<file path="config.mk">
export PLATFORM = sky130hd
export DESIGN_NAME = kwta_select
export DESIGN_NICKNAME = d
export VERILOG_FILES = /design/src/rtl/kwta_pkg.sv /design/src/rtl/kwta_lane.sv /design/src/rtl/kwta_residual.sv /design/src/rtl/kwta_offset.sv /design/src/rtl/kwta_select.sv
export SDC_FILE = /design/constraint.sdc
export NUM_CORES = 1
export LEC_CHECK = 0
export BUFFER_PORTS_ARGS = -buffer_cell sky130_fd_sc_hd__buf_2
export CORE_ASPECT_RATIO = 1.1
export CORE_MARGIN = 3
export CORE_UTILIZATION = 63
export CTS_CLUSTER_SIZE = 25
export DETAILED_ROUTE_END_ITERATION = 7
export HOLD_SLACK_MARGIN = 0.06
export PLACE_DENSITY = 0.88
export SLEW_MARGIN = 30
export SYNTH_ARGS = -nofsm -noshare
export SYNTH_HDL_FRONTEND = slang
export SYNTH_SLANG_ARGS = --single-unit
</file>
<file path="constraint.sdc">
create_clock -name clk -period 20.1 [get_ports clk]
set_input_delay 6.03 -clock clk [delete_from_list [all_inputs] [get_ports clk]]
set_output_delay 6.03 -clock clk [all_outputs]
set_load 0.05 [all_outputs]
</file>
<file path="src/rtl/kwta_pkg.sv">
package kwta_pkg;
  typedef enum logic [1:0] {
    SGN_ZERO = 2'd0,
    SGN_POS  = 2'd1,
    SGN_NEG  = 2'd2
  } sgn_e;
endpackage

</file>
<file path="src/rtl/kwta_lane.sv">
module kwta_lane #(
  parameter int W = 12
) (
  input  logic                 clk,
  input  logic                 rst_n,
  input  logic signed [W-1:0]  a,
  input  logic signed [W-1:0]  x,
  output logic signed [W-1:0]  b,
  output kwta_pkg::sgn_e       sg
);
  localparam logic signed [W-1:0] MAXV = {1'b0, {(W-1){1'b1}}};
  localparam logic signed [W-1:0] MINV = {1'b1, {(W-1){1'b0}}};

  logic signed [W:0] sum;

  always_comb begin
    sum = {a[W-1], a} + {x[W-1], x};
    if (sum[W] != sum[W-1]) b = sum[W] ? MINV : MAXV;
    else                    b = sum[W-1:0];
    if (b == '0)            sg = kwta_pkg::SGN_ZERO;
    else if (b[W-1])        sg = kwta_pkg::SGN_NEG;
    else                    sg = kwta_pkg::SGN_POS;
  end

  // same-sign operands must never produce an opposite-sign result
  assert_no_wrap_R3: assert property (@(posedge clk) disable iff (!rst_n)
    (a[W-1] == x[W-1]) |-> (b[W-1] == a[W-1]));
endmodule

</file>
<file path="src/rtl/kwta_residual.sv">
module kwta_residual #(
  parameter int N  = 6,
  parameter int K  = 3,
  parameter int RW = 6
) (
  input  kwta_pkg::sgn_e           sg [N],
  output logic signed [RW-1:0]     resid
);
  localparam logic signed [RW-1:0] BIAS = RW'(2 * K - N);
  localparam logic signed [RW-1:0] ONE  = RW'(1);

  always_comb begin
    resid = BIAS;
    for (int i = 0; i < N; i++) begin
      if (sg[i] == kwta_pkg::SGN_POS)      resid = resid - ONE;
      else if (sg[i] == kwta_pkg::SGN_NEG) resid = resid + ONE;
    end
  end
endmodule

</file>
<file path="src/rtl/kwta_offset.sv">
module kwta_offset #(
  parameter int                  W     = 12,
  parameter int                  FRAC  = 6,
  parameter int                  RW    = 6,
  parameter logic signed [W-1:0] ALPHA = 16
) (
  input  logic                 clk,
  input  logic                 rst_n,
  input  logic                 start,
  input  logic                 sample_en,
  input  logic signed [RW-1:0] resid,
  output logic signed [W-1:0]  x,
  output logic                 conv
);
  localparam int PW = 2 * W;
  localparam logic signed [PW-1:0] RBIAS = PW'((1 << FRAC) - 1);
  localparam logic signed [PW-1:0] DHI   = PW'((1 << (W - 1)) - 1);
  localparam logic signed [PW-1:0] DLO   = PW'(-(1 << (W - 1)));
  localparam logic signed [W-1:0]  MAXV  = {1'b0, {(W-1){1'b1}}};
  localparam logic signed [W-1:0]  MINV  = {1'b1, {(W-1){1'b0}}};

  logic signed [PW-1:0] r_ext, a_ext, prod, red;
  logic signed [W-1:0]  delta, x_q, x_nxt;
  logic signed [W:0]    acc;
  logic                 conv_q;

  always_comb begin
    r_ext = PW'(resid) <<< FRAC;
    a_ext = PW'(ALPHA);
    prod  = a_ext * r_ext;
    red   = prod[PW-1] ? ((prod + RBIAS) >>> FRAC) : (prod >>> FRAC);
    if (red > DHI)      delta = MAXV;
    else if (red < DLO) delta = MINV;
    else                delta = red[W-1:0];
    acc = {x_q[W-1], x_q} + {delta[W-1], delta};
    if (acc[W] != acc[W-1]) x_nxt = acc[W] ? MINV : MAXV;
    else                    x_nxt = acc[W-1:0];
  end

  always_ff @(posedge clk or negedge rst_n) begin
    if (!rst_n) begin
      x_q    <= '0;
      conv_q <= 1'b0;
    end else if (start) begin
      x_q    <= '0;
      conv_q <= 1'b0;
    end else if (sample_en) begin
      x_q <= x_nxt;
      if (resid == '0) conv_q <= 1'b1;
    end
  end

  assign x    = x_q;
  assign conv = conv_q;

  // a start clears the offset and the flag
  assert_start_clears_R2: assert property (@(posedge clk) disable iff (!rst_n)
    start |=> (x_q == '0 && !conv_q));
  // idle cycles change nothing
  assert_idle_hold_R6: assert property (@(posedge clk) disable iff (!rst_n)
    (!start && !sample_en) |=> ($stable(x_q) && $stable(conv_q)));
  // flag is sticky until start
  assert_conv_sticky_R7: assert property (@(posedge clk) disable iff (!rst_n)
    (conv_q && !start) |=> conv_q);
  // offset frozen once converged
  assert_conv_frozen_R7: assert property (@(posedge clk) disable iff (!rst_n)
    (conv_q && !start) |=> $stable(x_q));
endmodule

</file>
<file path="src/rtl/kwta_select.sv">
module kwta_select #(
  parameter int                  N     = 6,
  parameter int                  K     = 3,
  parameter int                  W     = 12,
  parameter int                  FRAC  = 6,
  parameter logic signed [W-1:0] ALPHA = 16
) (
  input  logic             clk,
  input  logic             rst_n,
  input  logic             start,
  input  logic             sample_en,
  input  logic [N*W-1:0]   in_vec,
  output logic [N*W-1:0]   out_vec,
  output logic             converged
);
  localparam int RW = $clog2(2 * N) + 2;

  logic signed [W-1:0]  a_q [N];
  logic signed [W-1:0]  b   [N];
  kwta_pkg::sgn_e       sg  [N];
  logic signed [W-1:0]  x;
  logic signed [RW-1:0] resid;

  always_ff @(posedge clk or negedge rst_n) begin
    if (!rst_n) begin
      for (int i = 0; i < N; i++) a_q[i] <= '0;
    end else if (start) begin
      for (int i = 0; i < N; i++) a_q[i] <= in_vec[i*W +: W];
    end
  end

  for (genvar g = 0; g < N; g++) begin : g_lane
    kwta_lane #(.W(W)) u_lane (
      .clk(clk), .rst_n(rst_n), .a(a_q[g]), .x(x), .b(b[g]), .sg(sg[g])
    );
    assign out_vec[g*W +: W] = b[g];
  end

  kwta_residual #(.N(N), .K(K), .RW(RW)) u_resid (
    .sg(sg), .resid(resid)
  );

  kwta_offset #(.W(W), .FRAC(FRAC), .RW(RW), .ALPHA(ALPHA)) u_offset (
    .clk(clk), .rst_n(rst_n), .start(start), .sample_en(sample_en),
    .resid(resid), .x(x), .conv(converged)
  );

  // after a start edge the outputs equal the captured inputs
  assert_load_passthru_R2: assert property (@(posedge clk) disable iff (!rst_n)
    start |=> (out_vec == $past(in_vec)));
endmodule

</file>
==> flow_summary.toml, run 1 <==
[synth]
synth-seq-area-share_pct = 23.8
avgSynthCellArea_um2 = 8.71
synth_mux_area_share_pct = 9.45
yosys-top-cells-area = "dfrtp_1 24%, ha_1 13%, mux2_2 8.6%"
synth_top_family_by_area = "compound AO/OA/AOI/OAI gates"
synth-main-ff-cell = "dfrtp_1"
synth-compound-area-share_pct = 22.9
synth-edff-count = 0
synth_simple_gate_area_share_pct = 16.6
syn_nets = 1202
synth_top_area_share_pct = 23.8
synthAdderAreaFrac_pct = 17.0
synth_area_um2 = 8950
synthCells = 1027
ys_ff_latch = 85
synthXorXnorAreaFrac_pct = 6.24
yosysTopAreaCell = "dfrtp_1"
synth_warnings = 0
synth_async_sr_flop_share_pct = 100
yosysUniqueCellTypes = 89

[finish]
final_cell_mix = "146 x buf_2, 92 x ha_1, 85 x dfrtp_1"
final_nets = 1330
fillers = 1085
layout_commonest_cell = "buf_2"
register_area_um2 = 2130
drive_above_1_share_pct = 22.8
area.growth.synth_to_final_pct = 13.3
multi_input_area_um2 = 6470
instances_no_fill = 1349

[die]
die_h_um = 131
die_w_um = 120
core_um2 = 13900
start_util_pct = 64.6
dieArea_um2 = 15700
fp-row-count = 45
io_pins = 149

[timing]
rsz0062_at_grt = "false"
fmax_mhz = 98.1
maxSlewHeadroom_pct = 44.0
report.final.slew_viol_count = 0
period_minus_slack_ns = 10.19
timing.hold.ws_ns = 0.517
finalSetupTns_ns = 0
setup_viol = 0
worst_slack_ns = 9.91
post-route-period-util_pct = 50.7
fin_skew_ns = 0.00420
hold_viol = 0
tightestPinTransition_ns = 0.830

[status]
status = "complete, no violations"

[grt]
grt_pass1_vias = 7857
grt_antenna_before_repair = 1
gr-total-overflow = 0
grt_pass1_wl_mm = 37.9
grt_usage_pct = 30.0
grt_max_degree = 83

[drt]
ant_nets = 0
first_pass_iters = 6
wire_per_inst_um = 17.6
drtIter0Drc = 607
via_per_inst = 6.28
vias = 8466
drt_drc_violations_left = 0
wl_mm = 23.7

[clock_tree]
postCtsSetupBuffers = 0
clk_latency_ns = 0.35
cts_tree = "done"
cts-htree-levels = 3
cts_resized = 0
cts_sinks = 85
cts_root_buf = "clkbuf_16"
clockBufferDepth = 2
path_clk_slew_ns = 0.07
cts_buffers = 9
cts_hold_buf = 0

[placement]
gp_congestion = 0.993
place_worst_setup_slack_ns = 10.14
hpwlAfterDp_mm = 17.7
placedCellCount = 1332
io_buffers = 148

[critical_path]
start_kind = "register"
cp-end-kind = "primary output"
critPathArrivalTime_ns = 4.16
worstSetupPathType = "register to primary output"
cp.required_ns = 14.07
cp_max_fo = 11

[min_path]
hp-class = "register to register"

[flow_run]
cap_violations = 0
## cells in the mapped netlist (all sizes together) (14+ instances only)
library cell,count
ha,92
dfrtp,85
nor2,82
a21oi,76
mux2,68
o21ai,65
inv,61
nand2,58
clkbuf,31
xor2,31
xnor2,27
a21o,26
maj3,23
nand2b,21
o211ai,21
nand3,19
nor3,19
nor2b,15
o21a,14
## worst max-delay path, cell delays in order, from the launching register on
cell and delay, ns:
dfrtp_1 0.53, inv_1 0.45, fa_1 0.30, nor2b_1 0.05
o21ai_0 0.21, a21oi_1 0.11, o21ai_0 0.22, a21oi_1 0.12
o21a_1 0.21, nor4b_1 0.48, o211ai_1 0.16, a21oi_1 0.51
o21ai_0 0.20, buf_2 0.25
## flip-flops by register name (all words and copies together), names as in the netlist
register and count:
a_q 72, u_offset.conv 1, u_offset.x 12
## layout make-up
| cell class | count | share of cell area [%] |
|---|---|---|
| clock buffers | 10 | 2.36 |
| flip-flops and latches | 85 | 21.0 |
| multi-input cells | 847 | 63.8 |
| inverters | 61 | 2.26 |
| well taps | 188 | 2.32 |
| clock inverters | 6 | 0.691 |
| repair buffers | 151 | 7.61 |
| diodes | 1 | 0.0247 |
## worst paths after layout
path	start	to	slack, ns	cells past startpoint
worst max-delay path	u_offset.x[1]	out_vec[70]	9.91	13
worst min-delay path	a_q[31]	a_q[31]	0.52	1
worst max register to register	u_offset.x[1]	u_offset.x[5]	10.28	34
worst min register to register	a_q[31]	a_q[31]	0.52	1
max in group asynchronous	rst_n	a_q[67]	13.45	2
min in group asynchronous	rst_n	a_q[7]	5.64	1
## metal layers
metal / part of all wire (%) / vias up / GRT usage [%]
li1: - / 4067 / -
met1: 41 / 4016 / 37.8
met2: 48 / 324 / 50.9
met4: 3.7 / 0 / 13.9
met5: 0 / - / 0
met3: 6.9 / 59 / 4.86
## per-stage QoR
| step | cell area, µm² | utilization (%) |
|---|---|---|
| final | 10100 | 73.2 |
| after global routing | 10100 | 73.2 |
| after CTS | 10100 | 73.1 |
| after detailed placement | 9820 | 70.9 |
| after global placement | 9820 | 70.9 |
| after floorplan | 8950 | - |
## logic make-up after synthesis
family                     Yosys count
DFF                                 85
xor gates and xnor gates            59
muxes                               76
AOI/OAI and AO/OA                  306
buffers and inverters               95
adders and majority gates          122
and+or+nand+nor                    284
Power of run 1 is not shown: default switching activity piles up to over one toggle a cycle in this logic, so the estimate is an artifact.
==> inputs of run 2 (changes only) <==
- CORE_UTILIZATION: 63 -> 59
- PLACE_DENSITY: 0.88 -> 0.83
- clock period: 20.1 -> 10.1 ns (I/O delays scaled with it)
==> run 2 against run 1 <==
Via count fell by 0.26%. Cell area up 0.12%. Sequential share of layout area about the same. Worst hold slack better by 0.0011 ns. Final cell count rose by 0.37%. Critical path depth grew 24. Wire length up 0.91%. Global-route usage decreased by 1.1 points. Clock skew up 0.0050 ns. Critical path type is now register to register. Critical endpoint is now u_offset.x[8].
==> flow_summary.toml, run 2 (same netlist as run 1, synthesis figures left out) <==
[clock_tree]
cts_hold_buf = 0
clk_latency_ns = 0.36
clockBufferDepth = 2
cts_sinks = 85
postCtsSetupBuffers = 0
path_clk_slew_ns = 0.08
cts-htree-levels = 3
cts_buffers = 9
cts_tree = "done"
cts_resized = 0
cts_root_buf = "clkbuf_16"

[finish]
drive_above_1_share_pct = 22.9
multi_input_area_um2 = 6470
final_cell_mix = "146 x buf_2, 92 x ha_1, 85 x dfrtp_1"
layout_commonest_cell = "buf_2"
area.growth.synth_to_final_pct = 13.5
largest_register_ffs = 72
fillers = 1207
regMostFlops = "a_q"
final_nets = 1332
n_antenna_cell = 0
register_area_um2 = 2130
instances_no_fill = 1354

[timing]
post-route-period-util_pct = 91.0
timing.hold.ws_ns = 0.518
rsz0062_at_grt = "false"
hold_viol = 0
fmax_mhz = 109
maxSlewHeadroom_pct = 41.3
fin_skew_ns = 0.00919
report.final.slew_viol_count = 0
finalSetupTns_ns = 0
period_minus_slack_ns = 9.19
setup_viol = 0
tightestPinTransition_ns = 0.869

[critical_path]
r2r_end = "u_offset.x[8]"
cp-startpoint = "u_offset.x[0]"
critPathCapture = "u_offset.x[8]"
cp_max_fo = 11
path_buf_inv = 3
r2r_start = "u_offset.x[0]"
cp_common_cell = "ha_1"
r2r_slack_ns = 0.91
worst-path-stages = 37
cp.required_ns = 10.38
worstSetupPathType = "register to register"
critPathArrivalTime_ns = 9.47
cpPeakStageDelay_ns = 0.57
rr_worst_depth = 37
cp-end-kind = "register"
crit_family = "compound AO/OA/AOI/OAI gates"
slowest_stage = "dfrtp_1"
start_kind = "register"

[die]
fp-row-count = 46
dieArea_um2 = 16700
start_util_pct = 61.2
io_pins = 149
core_um2 = 14600
die_w_um = 123
die_h_um = 135

[grt]
grt_usage_pct = 28.9
grt_pass1_wl_mm = 38.5
gr-total-overflow = 0
grt_antenna_before_repair = 0
grt_max_degree = 83
grt_pass1_vias = 8154

[placement]
hpwlAfterDp_mm = 18.0
gp_congestion = 0.933
placedCellCount = 1338
io_buffers = 148

[status]
status = "complete, no violations"

[flow_run]
cap_violations = 0

[drt]
drt_drc_violations_left = 0
ant_nets = 0
first_pass_iters = 5
wire_per_inst_um = 17.7
drtIter0Drc = 543
vias = 8444
via_per_inst = 6.24
wl_mm = 23.9

[min_path]
hp-class = "register to register"
hold_path_depth = 1
[run 2: metal layers]
metal,global-route usage [%],part of all wire (%),up-vias
met5,0,0,-
met4,8.86,2.4,0
met3,4.22,7.4,48
met2,50.0,48,306
met1,37.1,42,4012
li1,-,-,4078
[run 2: final cells by class]
cell class | count | share of cell area, %
Inverter | 61 | 2.26
Multi-Input combinational cell | 847 | 63.7
Clock inverter | 7 | 0.776
Clock buffer | 9 | 2.22
Tap cell | 192 | 2.37
Timing Repair Buffer | 153 | 7.75
Sequential cell | 85 | 20.9
[run 2: how the worst min path moves through the flow]
stage,startpoint,endpoint,slack (ns)
finish,a_q[10],a_q[10],0.52
global route,a_q[68],a_q[68],0.54
CTS,a_q[38],a_q[38],0.52
detailed placement,a_q[38],a_q[38],0.50
global placement,a_q[38],a_q[38],0.50
floorplan,a_q[12],a_q[12],0.49
[run 2: per-stage QoR]
step / utilization, % / area, µm² / setup WS (ns)
finish: 69.5 / 10200 / 0.908
floorplan: - / 8950 / 1.71
global route: 69.5 / 10200 / 0.164
CTS: 69.4 / 10100 / 0.981
detailed placement: 67.3 / 9840 / 1.08
global placement: 67.3 / 9840 / 1.47
Power of run 2 is left out for the same reason.
